$ cat config.mk
export PLATFORM = sky130hd
export DESIGN_NAME = cmp_timer
export DESIGN_NICKNAME = d
export VERILOG_FILES = /design/src/rtl/cmp_timer_pkg.sv /design/src/rtl/cmp_timer_div.sv /design/src/rtl/cmp_timer_clksel.sv /design/src/rtl/cmp_timer_count.sv /design/src/rtl/cmp_timer_regs.sv /design/src/rtl/cmp_timer.sv
export SDC_FILE = /design/constraint.sdc
export NUM_CORES = 1
export LEC_CHECK = 0
export ABC_AREA = 1
export BUFFER_PORTS_ARGS = -buffer_cell sky130_fd_sc_hd__buf_2
export CAP_MARGIN = 20
export CELL_PAD_IN_SITES_DETAIL_PLACEMENT = 1
export CELL_PAD_IN_SITES_GLOBAL_PLACEMENT = 1
export CORE_ASPECT_RATIO = 1.5
export CORE_UTILIZATION = 35
export DETAILED_ROUTE_END_ITERATION = 7
export GPL_ROUTABILITY_DRIVEN = 0
export PLACE_DENSITY_LB_ADDON = 0.08
export SKIP_CTS_REPAIR_TIMING = 1
export SYNTH_ARGS = -nofsm -noshare
export SYNTH_HDL_FRONTEND = slang
export SYNTH_SLANG_ARGS = --single-unit
$ cat constraint.sdc
create_clock -name clk -period 4.72 [get_ports clk]
set_input_delay 0.708 -clock clk [delete_from_list [all_inputs] [get_ports clk]]
set_output_delay 0.708 -clock clk [all_outputs]
set_load 0.01 [all_outputs]
$ cat src/rtl/cmp_timer_pkg.sv
package cmp_timer_pkg;
   // register byte offsets
   localparam logic [7:0] OFF_CTRL  = 8'h00;
   localparam logic [7:0] OFF_PRESC = 8'h04;
   localparam logic [7:0] OFF_STAT  = 8'h08;
   localparam logic [7:0] OFF_IEN   = 8'h0C;
   localparam logic [7:0] OFF_CMP   = 8'h10;
   localparam logic [7:0] OFF_COUNT = 8'h24;

   localparam int NREG      = 6;
   localparam int IDX_CTRL  = 0;
   localparam int IDX_PRESC = 1;
   localparam int IDX_STAT  = 2;
   localparam int IDX_IEN   = 3;
   localparam int IDX_CMP   = 4;
   localparam int IDX_COUNT = 5;

   // control field positions
   localparam int CTRL_RUN_BIT  = 0;
   localparam int CTRL_SRC_LSB  = 6;
   localparam int CTRL_SRC_W    = 3;
   localparam int CTRL_FREE_BIT = 9;
   localparam int CTRL_OSCP_BIT = 10;

   // prescale field limits
   localparam int PRESC_MAIN_MAX = 12;
   localparam int PRESC_OSC_LSB  = 12;
   localparam int PRESC_OSC_MAX  = 4;

   // source select codes
   localparam logic [CTRL_SRC_W-1:0] SRC_BUS = 3'd1;
   localparam logic [CTRL_SRC_W-1:0] SRC_PER = 3'd2;
   localparam logic [CTRL_SRC_W-1:0] SRC_OSC = 3'd5;

   typedef struct packed {
      logic                  oscp_en;
      logic                  free_run;
      logic [CTRL_SRC_W-1:0] src;
      logic                  run;
   } ctrl_t;

   function automatic logic [7:0] reg_off(input int idx);
      case (idx)
         IDX_CTRL:  reg_off = OFF_CTRL;
         IDX_PRESC: reg_off = OFF_PRESC;
         IDX_STAT:  reg_off = OFF_STAT;
         IDX_IEN:   reg_off = OFF_IEN;
         IDX_CMP:   reg_off = OFF_CMP;
         default:   reg_off = OFF_COUNT;
      endcase
   endfunction
endpackage

$ cat src/rtl/cmp_timer_div.sv
module cmp_timer_div #(
   parameter int W = 12
) (
   input  logic         clk,
   input  logic         rst_n,
   input  logic         clear,
   input  logic         run,
   input  logic         strobe,
   input  logic [W-1:0] div,
   output logic         pulse
);
   logic [W-1:0] cnt_q;

   // >= so that lowering the divisor below the running count cannot stall
   assign pulse = run && strobe && (cnt_q >= div);

   always_ff @(posedge clk or negedge rst_n) begin
      if (!rst_n)
         cnt_q <= '0;
      else if (clear)
         cnt_q <= '0;
      else if (run && strobe)
         cnt_q <= pulse ? '0 : cnt_q + W'(1);
   end
endmodule

$ cat src/rtl/cmp_timer_clksel.sv
module cmp_timer_clksel
   import cmp_timer_pkg::*;
#(
   parameter int PRE_W       = 12,
   parameter int OSC_W       = 4,
   parameter bit HAS_OSC_PRE = 1'b1
) (
   input  logic                  clk,
   input  logic                  rst_n,
   input  logic                  clear,
   input  logic                  run,
   input  logic [CTRL_SRC_W-1:0] src,
   input  logic                  oscp_en,
   input  logic [PRE_W-1:0]      pre_div,
   input  logic [OSC_W-1:0]      osc_div,
   input  logic                  tick_bus,
   input  logic                  tick_per,
   input  logic                  tick_osc,
   output logic                  tick
);
   logic osc_tick;
   logic sel_strobe;

   generate
      if (HAS_OSC_PRE) begin : g_osc_pre
         logic osc_pulse;
         cmp_timer_div #(.W(OSC_W)) u_osc_div (
            .clk    (clk),
            .rst_n  (rst_n),
            .clear  (clear),
            .run    (run && oscp_en),
            .strobe (tick_osc),
            .div    (osc_div),
            .pulse  (osc_pulse)
         );
         assign osc_tick = oscp_en ? osc_pulse : tick_osc;
      end else begin : g_osc_raw
         logic unused_osc;
         assign unused_osc = ^{osc_div, oscp_en};
         assign osc_tick   = tick_osc;
      end
   endgenerate

   always_comb begin
      case (src)
         SRC_BUS: sel_strobe = tick_bus;
         SRC_PER: sel_strobe = tick_per;
         SRC_OSC: sel_strobe = osc_tick;
         default: sel_strobe = 1'b0;
      endcase
   end

   cmp_timer_div #(.W(PRE_W)) u_main_div (
      .clk    (clk),
      .rst_n  (rst_n),
      .clear  (clear),
      .run    (run),
      .strobe (sel_strobe),
      .div    (pre_div),
      .pulse  (tick)
   );
endmodule

$ cat src/rtl/cmp_timer_count.sv
module cmp_timer_count #(
   parameter int CNT_W = 32
) (
   input  logic             clk,
   input  logic             rst_n,
   input  logic             clear,
   input  logic             tick,
   input  logic             free_run,
   input  logic [CNT_W-1:0] cmp_val,
   output logic [CNT_W-1:0] count,
   output logic             match_evt
);
   logic [CNT_W-1:0] cnt_q;
   logic [CNT_W-1:0] cnt_nxt;
   logic             restart;

   assign restart   = !free_run && (cnt_q == cmp_val);
   assign cnt_nxt   = restart ? '0 : cnt_q + CNT_W'(1);
   assign match_evt = tick && (cnt_nxt == cmp_val);
   assign count     = cnt_q;

   always_ff @(posedge clk or negedge rst_n) begin
      if (!rst_n)
         cnt_q <= '0;
      else if (clear)
         cnt_q <= '0;
      else if (tick)
         cnt_q <= cnt_nxt;
   end
endmodule

$ cat src/rtl/cmp_timer_regs.sv
module cmp_timer_regs
   import cmp_timer_pkg::*;
#(
   parameter int ADDR_W = 6,
   parameter int CNT_W  = 32,
   parameter int PRE_W  = 12,
   parameter int OSC_W  = 4
) (
   input  logic              clk,
   input  logic              rst_n,
   input  logic              bus_sel,
   input  logic              bus_wr,
   input  logic [ADDR_W-1:0] bus_addr,
   input  logic [31:0]       bus_wdata,
   output logic [31:0]       bus_rdata,
   input  logic [CNT_W-1:0]  count,
   input  logic              match_evt,
   output ctrl_t             ctrl,
   output logic [PRE_W-1:0]  pre_div,
   output logic [OSC_W-1:0]  osc_div,
   output logic [CNT_W-1:0]  cmp_val,
   output logic              run_rise,
   output logic              stat_flag,
   output logic              irq_en,
   output logic              irq
);
   logic [NREG-1:0] hit;
   logic [NREG-1:0] wr_hit;
   logic            stat_clr;
   logic            unused_wbits;

   assign unused_wbits = ^bus_wdata;

   genvar g;
   generate
      for (g = 0; g < NREG; g++) begin : g_dec
         assign hit[g]    = bus_sel && (bus_addr == ADDR_W'(reg_off(g)));
         assign wr_hit[g] = hit[g] && bus_wr;
      end
   endgenerate

   assign run_rise = wr_hit[IDX_CTRL] && bus_wdata[CTRL_RUN_BIT] && !ctrl.run;
   assign stat_clr = wr_hit[IDX_STAT] && bus_wdata[0];

   always_ff @(posedge clk or negedge rst_n) begin
      if (!rst_n) begin
         ctrl    <= '0;
         pre_div <= '0;
         osc_div <= '0;
         irq_en  <= 1'b0;
         cmp_val <= '0;
      end else begin
         if (wr_hit[IDX_CTRL]) begin
            ctrl.run      <= bus_wdata[CTRL_RUN_BIT];
            ctrl.src      <= bus_wdata[CTRL_SRC_LSB +: CTRL_SRC_W];
            ctrl.free_run <= bus_wdata[CTRL_FREE_BIT];
            ctrl.oscp_en  <= bus_wdata[CTRL_OSCP_BIT];
         end
         if (wr_hit[IDX_PRESC]) begin
            pre_div <= bus_wdata[PRE_W-1:0];
            osc_div <= bus_wdata[PRESC_OSC_LSB +: OSC_W];
         end
         if (wr_hit[IDX_IEN])
            irq_en <= bus_wdata[0];
         if (wr_hit[IDX_CMP])
            cmp_val <= bus_wdata[CNT_W-1:0];
      end
   end

   // set beats clear
   always_ff @(posedge clk or negedge rst_n) begin
      if (!rst_n) begin
         stat_flag <= 1'b0;
         irq       <= 1'b0;
      end else begin
         stat_flag <= match_evt || (stat_flag && !stat_clr);
         irq       <= stat_flag && irq_en;
      end
   end

   always_comb begin
      bus_rdata = '0;
      if (!bus_wr) begin
         if (hit[IDX_CTRL]) begin
            bus_rdata[CTRL_RUN_BIT]                   = ctrl.run;
            bus_rdata[CTRL_SRC_LSB +: CTRL_SRC_W]     = ctrl.src;
            bus_rdata[CTRL_FREE_BIT]                  = ctrl.free_run;
            bus_rdata[CTRL_OSCP_BIT]                  = ctrl.oscp_en;
         end
         if (hit[IDX_PRESC]) begin
            bus_rdata[PRE_W-1:0]                      = pre_div;
            bus_rdata[PRESC_OSC_LSB +: OSC_W]         = osc_div;
         end
         if (hit[IDX_STAT])
            bus_rdata[0] = stat_flag;
         if (hit[IDX_IEN])
            bus_rdata[0] = irq_en;
         if (hit[IDX_CMP])
            bus_rdata[CNT_W-1:0] = cmp_val;
         if (hit[IDX_COUNT])
            bus_rdata[CNT_W-1:0] = count;
      end
   end
endmodule

$ cat src/rtl/cmp_timer.sv
module cmp_timer
   import cmp_timer_pkg::*;
#(
   parameter int ADDR_W      = 6,
   parameter int CNT_W       = 32,
   parameter int PRE_W       = 12,
   parameter int OSC_W       = 4,
   parameter bit HAS_OSC_PRE = 1'b1
) (
   input  logic              clk,
   input  logic              rst_n,
   input  logic              bus_sel,
   input  logic              bus_wr,
   input  logic [ADDR_W-1:0] bus_addr,
   input  logic [31:0]       bus_wdata,
   output logic [31:0]       bus_rdata,
   input  logic              tick_bus,
   input  logic              tick_per,
   input  logic              tick_osc,
   output logic              irq
);
   generate
      if (ADDR_W < 6 || ADDR_W > 8) begin : g_bad_addr
         $error("cmp_timer: ADDR_W must lie in 6..8");
      end
      if (CNT_W < 2 || CNT_W > 32) begin : g_bad_cnt
         $error("cmp_timer: CNT_W must lie in 2..32");
      end
      if (PRE_W < 1 || PRE_W > PRESC_MAIN_MAX) begin : g_bad_pre
         $error("cmp_timer: PRE_W out of range");
      end
      if (OSC_W < 1 || OSC_W > PRESC_OSC_MAX) begin : g_bad_osc
         $error("cmp_timer: OSC_W out of range");
      end
   endgenerate

   ctrl_t            ctrl_q;
   logic [PRE_W-1:0] pre_div;
   logic [OSC_W-1:0] osc_div;
   logic [CNT_W-1:0] cmp_val;
   logic [CNT_W-1:0] count_q;
   logic             run_rise;
   logic             stat_flag;
   logic             irq_en;
   logic             match_evt;
   logic             tick;

   cmp_timer_regs #(
      .ADDR_W (ADDR_W),
      .CNT_W  (CNT_W),
      .PRE_W  (PRE_W),
      .OSC_W  (OSC_W)
   ) u_regs (
      .clk       (clk),
      .rst_n     (rst_n),
      .bus_sel   (bus_sel),
      .bus_wr    (bus_wr),
      .bus_addr  (bus_addr),
      .bus_wdata (bus_wdata),
      .bus_rdata (bus_rdata),
      .count     (count_q),
      .match_evt (match_evt),
      .ctrl      (ctrl_q),
      .pre_div   (pre_div),
      .osc_div   (osc_div),
      .cmp_val   (cmp_val),
      .run_rise  (run_rise),
      .stat_flag (stat_flag),
      .irq_en    (irq_en),
      .irq       (irq)
   );

   cmp_timer_clksel #(
      .PRE_W       (PRE_W),
      .OSC_W       (OSC_W),
      .HAS_OSC_PRE (HAS_OSC_PRE)
   ) u_clksel (
      .clk      (clk),
      .rst_n    (rst_n),
      .clear    (run_rise),
      .run      (ctrl_q.run),
      .src      (ctrl_q.src),
      .oscp_en  (ctrl_q.oscp_en),
      .pre_div  (pre_div),
      .osc_div  (osc_div),
      .tick_bus (tick_bus),
      .tick_per (tick_per),
      .tick_osc (tick_osc),
      .tick     (tick)
   );

   cmp_timer_count #(.CNT_W(CNT_W)) u_count (
      .clk       (clk),
      .rst_n     (rst_n),
      .clear     (run_rise),
      .tick      (tick),
      .free_run  (ctrl_q.free_run),
      .cmp_val   (cmp_val),
      .count     (count_q),
      .match_evt (match_evt)
   );
endmodule

Word-level counts from Yosys, hierarchy flattened --
Index checks and enable logic that the tools add are counted.
Storage, ports and cells: register bits 105, input port bits 45, logic and storage cells 78
Cells by class: $add $sub $neg 3, order comparisons 2, eq/ne operators 10, muxes and demuxes 19, reduce and logical (&&, ||, !) cells 31
Operators with widths (count):
- 2-to-1 mux 32 bit | 6
- equality test 32 bit | 2
- 2-to-1 mux 12 bit | 3
- adder 32 x 1 -> 32 bit, second input constant | 1
- logical AND 1 bit | 23
- 2-to-1 mux 16 bit | 1
- adder 12 x 1 -> 12 bit, second input constant | 1
- equality test 6 x 4 -> 1 bit, second input constant | 2
- greater-or-equal comparator 12 bit | 1
- 2-to-1 mux 4 bit | 3
- equality test 6 x 3 -> 1 bit, second input constant | 1
- equality test 6 x 5 -> 1 bit, second input constant | 1
- equality test 6 bit, second input constant | 1
- logical NOT 6 bit | 1
- nonzero test 2 bit | 3
- 2-to-1 mux 5 bit | 1
- adder 4 x 1 -> 4 bit, second input constant | 1
- greater-or-equal comparator 4 bit | 1
- 2-to-1 mux 1 bit | 4
- equality test 3 x 1 -> 1 bit, second input constant | 1
- equality test 3 x 2 -> 1 bit, second input constant | 1
- equality test 3 bit, second input constant | 1
- logical NOT 1 bit | 3
- one-hot mux 1 bit (3 select lines) | 1
- logical OR 1 bit | 1

Logic depth before layout (Yosys ltp) --
depth after elaboration 10, mapped depth 20, mapped depth without buffers 20

By module --
A second synthesis with hierarchy kept.
Second synthesis, totals: cells, all modules 1199, area, all modules 7633.6 um^2
By module, submodules not included:
- cmp_timer_count | instances 1, cells an instance 568, area each 3213.1 um^2
- cmp_timer_regs | instances 1, cells an instance 423, area each 2975.4 um^2
- cmp_timer_div at u_clksel.u_main_div | instances 1, cells an instance 142, area each 997.2 um^2
- cmp_timer_div at u_clksel.g_osc_pre.u_osc_div | instances 1, cells an instance 51, area each 381.6 um^2
- cmp_timer_clksel | instances 1, cells an instance 15, area each 66.3 um^2

Least setup slack after synthesis --
No wires, ideal clock.
path type input port to output port, from input bus_addr[1], to output bus_rdata[10], arrival 2.179 ns, data required time 4.012 ns, setup slack 1.833 ns, stages on the path 10, path buffers 1, path through nor2_1 > inv_1 > nor3_1 > inv_1 > nor4_4 > inv_1 > clkbuf_1 > o21ai_0 > a221oi_1 > a211oi_1
Between the ends: word-level cells in the longest chain between the ends 7, elaborated cells on any way between the ends 13, classes of those cells eq/ne: 3; mux: 5; reduce/logical: 5
RTL lines:
- start, declared | RTL line cmp_timer.sv:14 | input logic [ADDR_W-1:0] bus_addr,
- logical NOT 6 bit | RTL line cmp_timer_regs.sv:37 | assign hit[g] = bus_sel && (bus_addr == ADDR_W'(reg_off(g)));
- logical AND 1 bit | RTL line cmp_timer_regs.sv:37
- 2-to-1 mux 5 bit | RTL line cmp_timer_regs.sv:84 | if (hit[IDX_CTRL]) begin
- 2-to-1 mux 16 bit | RTL line cmp_timer_regs.sv:90 | if (hit[IDX_PRESC]) begin
- 2-to-1 mux 32 bit | RTL line cmp_timer_regs.sv:98 | if (hit[IDX_CMP])
- 2-to-1 mux 32 bit * | RTL line cmp_timer_regs.sv:100 | if (hit[IDX_COUNT])
- 2-to-1 mux 32 bit * | RTL line cmp_timer_regs.sv:83 | if (!bus_wr) begin
- end, declared | RTL line cmp_timer.sv:16 | output logic [31:0] bus_rdata,
Mark *: on every way between the ends. The rest lies on a longest branch, timed or not.

Worst setup path after layout --
from input bus_addr[1], to output bus_rdata[15]
Between the ends: word-level cells in the longest chain between the ends 6, elaborated cells on any way between the ends 10, classes of those cells eq/ne: 3; mux: 4; reduce/logical: 3
RTL lines (RTL line):
- equality test 6 x 3 -> 1 bit | cmp_timer_regs.sv:37
- logical AND 1 bit | cmp_timer_regs.sv:37
- 2-to-1 mux 16 bit | cmp_timer_regs.sv:90
- 2-to-1 mux 32 bit | cmp_timer_regs.sv:98
- 2-to-1 mux 32 bit * | cmp_timer_regs.sv:100
- 2-to-1 mux 32 bit * | cmp_timer_regs.sv:83
Marked as above.

==> insert_results.sql <==
INSERT INTO impl_metrics (metric_group, metric, value, unit) VALUES
('timing', 'grt_setup_unrepaired', 'false', ''),
('placed_design', 'place_hpwl', '19600', 'um'),
('clock_tree', 'clock_pin_slew_reported_for_the_worst_setup_and_hold_paths_after_clock_tree_synthesis', '70', 'ps'),
('die', 'die_w', '120', 'um'),
('synth', 'yosys.area_share.xor_xnor', '3.82', '%'),
('clock_tree', 'cts.path.max_buffers', '2', ''),
('clock_tree', 'cts.htree.levels', '3', ''),
('flow_run', 'drv.max_cap_violation_count', '0', ''),
('finish', 'instances_no_fill', '1382', ''),
('timing', 'slew_viol_final', '0', ''),
('synth', 'synth_compound_gate_area_share', '16.3', '%'),
('clock_tree', 'cts-buffers-inserted', '9', ''),
('worst_setup_path', 'cell_at_the_slowest_stage_of_the_critical_path', 'clkinv_1', ''),
('timing', 'final.setup.tns', '0', 'ps'),
('worst_setup_path', 'timing.critical_path.buf_inv', '5', ''),
('timing', 'achievable_clock_frequency', '0.287', 'GHz'),
('finish', 'layout-drive-gt1-share', '13.9', '%'),
('synth', 'synth.net_count', '1116', ''),
('route', 'viasPerCell', '5.23', ''),
('route', 'detail_route.wl_per_cell', '18.4', 'um'),
('timing', 'period_needed', '3480', 'ps'),
('pwr', 'p_leak', '0.00403', 'uW'),
('timing', 'report.final.setup_viol', '0', ''),
('synth', 'post_synth_instance_area', '0.00735', 'mm2'),
('pwr', 'internal_power', '2010', 'uW'),
('clock_tree', 'clock_tree_from_tritoncts', 'built', ''),
('pwr', 'power_switching_share', '44.0', '%'),
('global_routing', 'overall_track_demand_over_capacity_in_global_routing', '24.6', '%'),
('synth', 'netlist_instances', '1052', ''),
('synth', 'synthDominantCellAreaShare', '35.8', '%'),
('worst_hold_path', 'worstHoldPathType', 'in2async', ''),
('worst_setup_path', 'critPathRequiredTime', '4010', 'ps'),
('worst_setup_path', 'endpoint_kind', 'output port', ''),
('worst_setup_path', 'cell_chain_critical_path', 'buf_2 > nor2_1 > inv_1 > nor3_1 > inv_1 > nor2_2 > clkinv_1 > o21ai_0 > o21ai_0 > a21oi_1 > buf_2', ''),
('route', 'drt-pass1-iter-count', '4', ''),
('placed_design', 'dp.cells', '1366', ''),
('global_routing', 'first_global_vias', '7652', ''),
('worst_setup_path', 'timing.critical_path.arrival', '2770', 'ps'),
('worst_setup_path', 'worstPathMaxFanout', '9', ''),
('timing', 'timing_hold_violations_final', '0', ''),
('clock_tree', 'clock_sinks', '105', ''),
('pwr', 'clock_power_share', '22.8', '%'),
('synth', 'syn_area_per_cell', '6.98', 'um2'),
('die', 'dieArea', '0.0216', 'mm2'),
('pwr', 'vdd_drop_max', '181', 'uV'),
('worst_setup_path', 'worstSetupPathType', 'in2out', ''),
('clock_tree', 'cts-root-buf', 'clkbuf_16', ''),
('worst_setup_path', 'cpPeakStageDelay', '470', 'ps'),
('pwr', 'p_sw', '1580', 'uW'),
('die', 'die-height', '179', 'um'),
('synth', 'synth_sequential_area_ratio', '35.8', '%'),
('worst_setup_path', 'startpoint_type', 'primary input', ''),
('finish', 'area_used_by_multi_input_combinational_logic', '0.00390', 'mm2'),
('route', 'drtAntennaViolNets', '0', ''),
('die', 'start_util', '35.8', '%'),
('route', 'vias', '7224', ''),
('route', 'detail_route.wirelength', '25500', 'um'),
('pwr', 'p_per_area', '433', 'mW/mm2'),
('route', 'drt_drc_violations_left', '0', ''),
('timing', 'final.period_utilization', '73.7', '%'),
('finish', 'num-fill-cells', '2688', ''),
('run_status', 'result_of_the_run', 'completed', ''),
('finish', 'antennaDiodeCount', '0', ''),
('die', 'row_count', '64', ''),
('synth', 'post_synth_num_cell_types', '43', ''),
('clock_tree', 'clk-insertion-delay-late', '370', 'ps'),
('placed_design', 'port-buffer-count', '77', ''),
('finish', 'final_net_count', '1177', ''),
('timing', 'max_slew_margin', '30.8', '%'),
('synth', 'share_of_synthesized_area_spent_on_multiplexers', '0.460', '%'),
('pwr', 'share_seq_of_total_power', '37.6', '%');
[placed cells by master (no fill, tap or decap), drive strengths merged]
master,n
nand2,289
inv,165
dfrtp,105
buf,87
nor2,81
o21ai,74
nand3,63
a21oi,50
o22ai,33
xor2,23
nor3,23
a211oi,20
ha,19
nand4,15
clkbuf,11
xnor2,9
clkinv,9
o211ai,8
o221ai,6
nand3b,6
a221oi,5
mux2,3
nor4,3
a31oi,2
nor3b,2
o21a,1
o41ai,1
o21bai,1
a31o,1
o2111ai,1
o31ai,1
bufinv,1
[synth_stat cells, drive strengths merged]
library cell,instances
a211oi,20
a21oi,50
a221oi,5
a31o,1
a31oi,2
buf,16
clkbuf,21
clkinv,6
dfrtp,105
ha,19
inv,164
mux2,3
nand2,289
nand3,63
nand3b,6
nand4,15
nor2,81
nor3,23
nor3b,2
nor4,3
o2111ai,1
o211ai,8
o21a,1
o21ai,74
o21bai,1
o221ai,6
o22ai,33
o31ai,1
o41ai,1
xnor2,9
xor2,23
[cells by family after synthesis]
kind of cell    after synthesis
xor+xnor                     32
buf+inv                     207
compound gates              204
simple gates                482
fa+ha+maj                    19
mux                           3
flops                       105
[stage by stage]
step / hold slack, ps / instance area [um2] / setup WS [ps] / total power [uW] / util, %
4_1_cts: 416 / 8270 / 1210 / 3620 / 40.3
5_1_grt: 452 / 8270 / 1000 / 3850 / 40.3
6_report: 394 / 8270 / 1240 / 3580 / 40.3
3_5_place_dp: 476 / 7960 / 1230 / 2780 / 38.8
3_3_place_gp: 467 / 7960 / 1230 / 2760 / 38.8
2_1_floorplan: 412 / 7350 / 1830 / 2320 / -
[registers in the layout, indices dropped and copies added (netlist names)]
| name | count |
|---|---|
| u_regs.cmp_val | 32 |
| u_regs.osc_div | 4 |
| u_regs.stat_flag | 1 |
| u_clksel.u_main_div.cnt_q | 12 |
| u_regs.irq_en | 1 |
| u_clksel.g_osc_pre.u_osc_div.cnt_q | 4 |
| u_count.count | 32 |
| u_regs.ctrl | 6 |
| u_regs.pre_div | 12 |
| u_regs.irq | 1 |
[final timing paths]
kind                                        start                            end  slack, ps  cells after the start
max in group asynchronous                   rst_n   u_clksel.u_main_div.cnt_q[1]       3400                      2
worst min-delay path                        rst_n             u_regs.cmp_val[19]        390                      1
worst min register to register  u_regs.osc_div[3]              u_regs.osc_div[3]        490                      2
worst max register to register  u_regs.osc_div[1]  u_clksel.u_main_div.cnt_q[10]       1700                     16
worst max-delay path                  bus_addr[1]                  bus_rdata[15]       1240                     11
min in group clk                u_regs.osc_div[3]              u_regs.osc_div[3]        490                      2
[metal layers]
layer | vias to the layer above | track usage [%] | wire length (um) | share of wire (%)
met4 | 0 | 10.4 | 874 | 3.4
met1 | 3524 | 28.7 | 10800 | 42
met2 | 101 | 44.6 | 13200 | 52
met3 | 37 | 3.08 | 594 | 2.3
li1 | 3562 | - | - | -
met5 | - | 0 | 0 | 0
[power groups by stage]
stage	clock network (uW)	registers (uW)	logic, uW
after global routing	871	1380	1600
after global placement	0	1360	1400
after floorplan	0	1270	1050
after detailed placement	0	1360	1420
after CTS	842	1350	1430
final	818	1350	1420
[final cells by class]
type / count / share of cell area (%)
clock inverters: 5 / 0.741
well taps: 264 / 3.99
flip-flops and latches: 105 / 31.8
clock buffers: 11 / 3.06
repair buffers: 87 / 5.60
multi-input cells: 740 / 47.1
inverters: 170 / 7.72
Note: power is estimated with default switching activity, not from simulation.
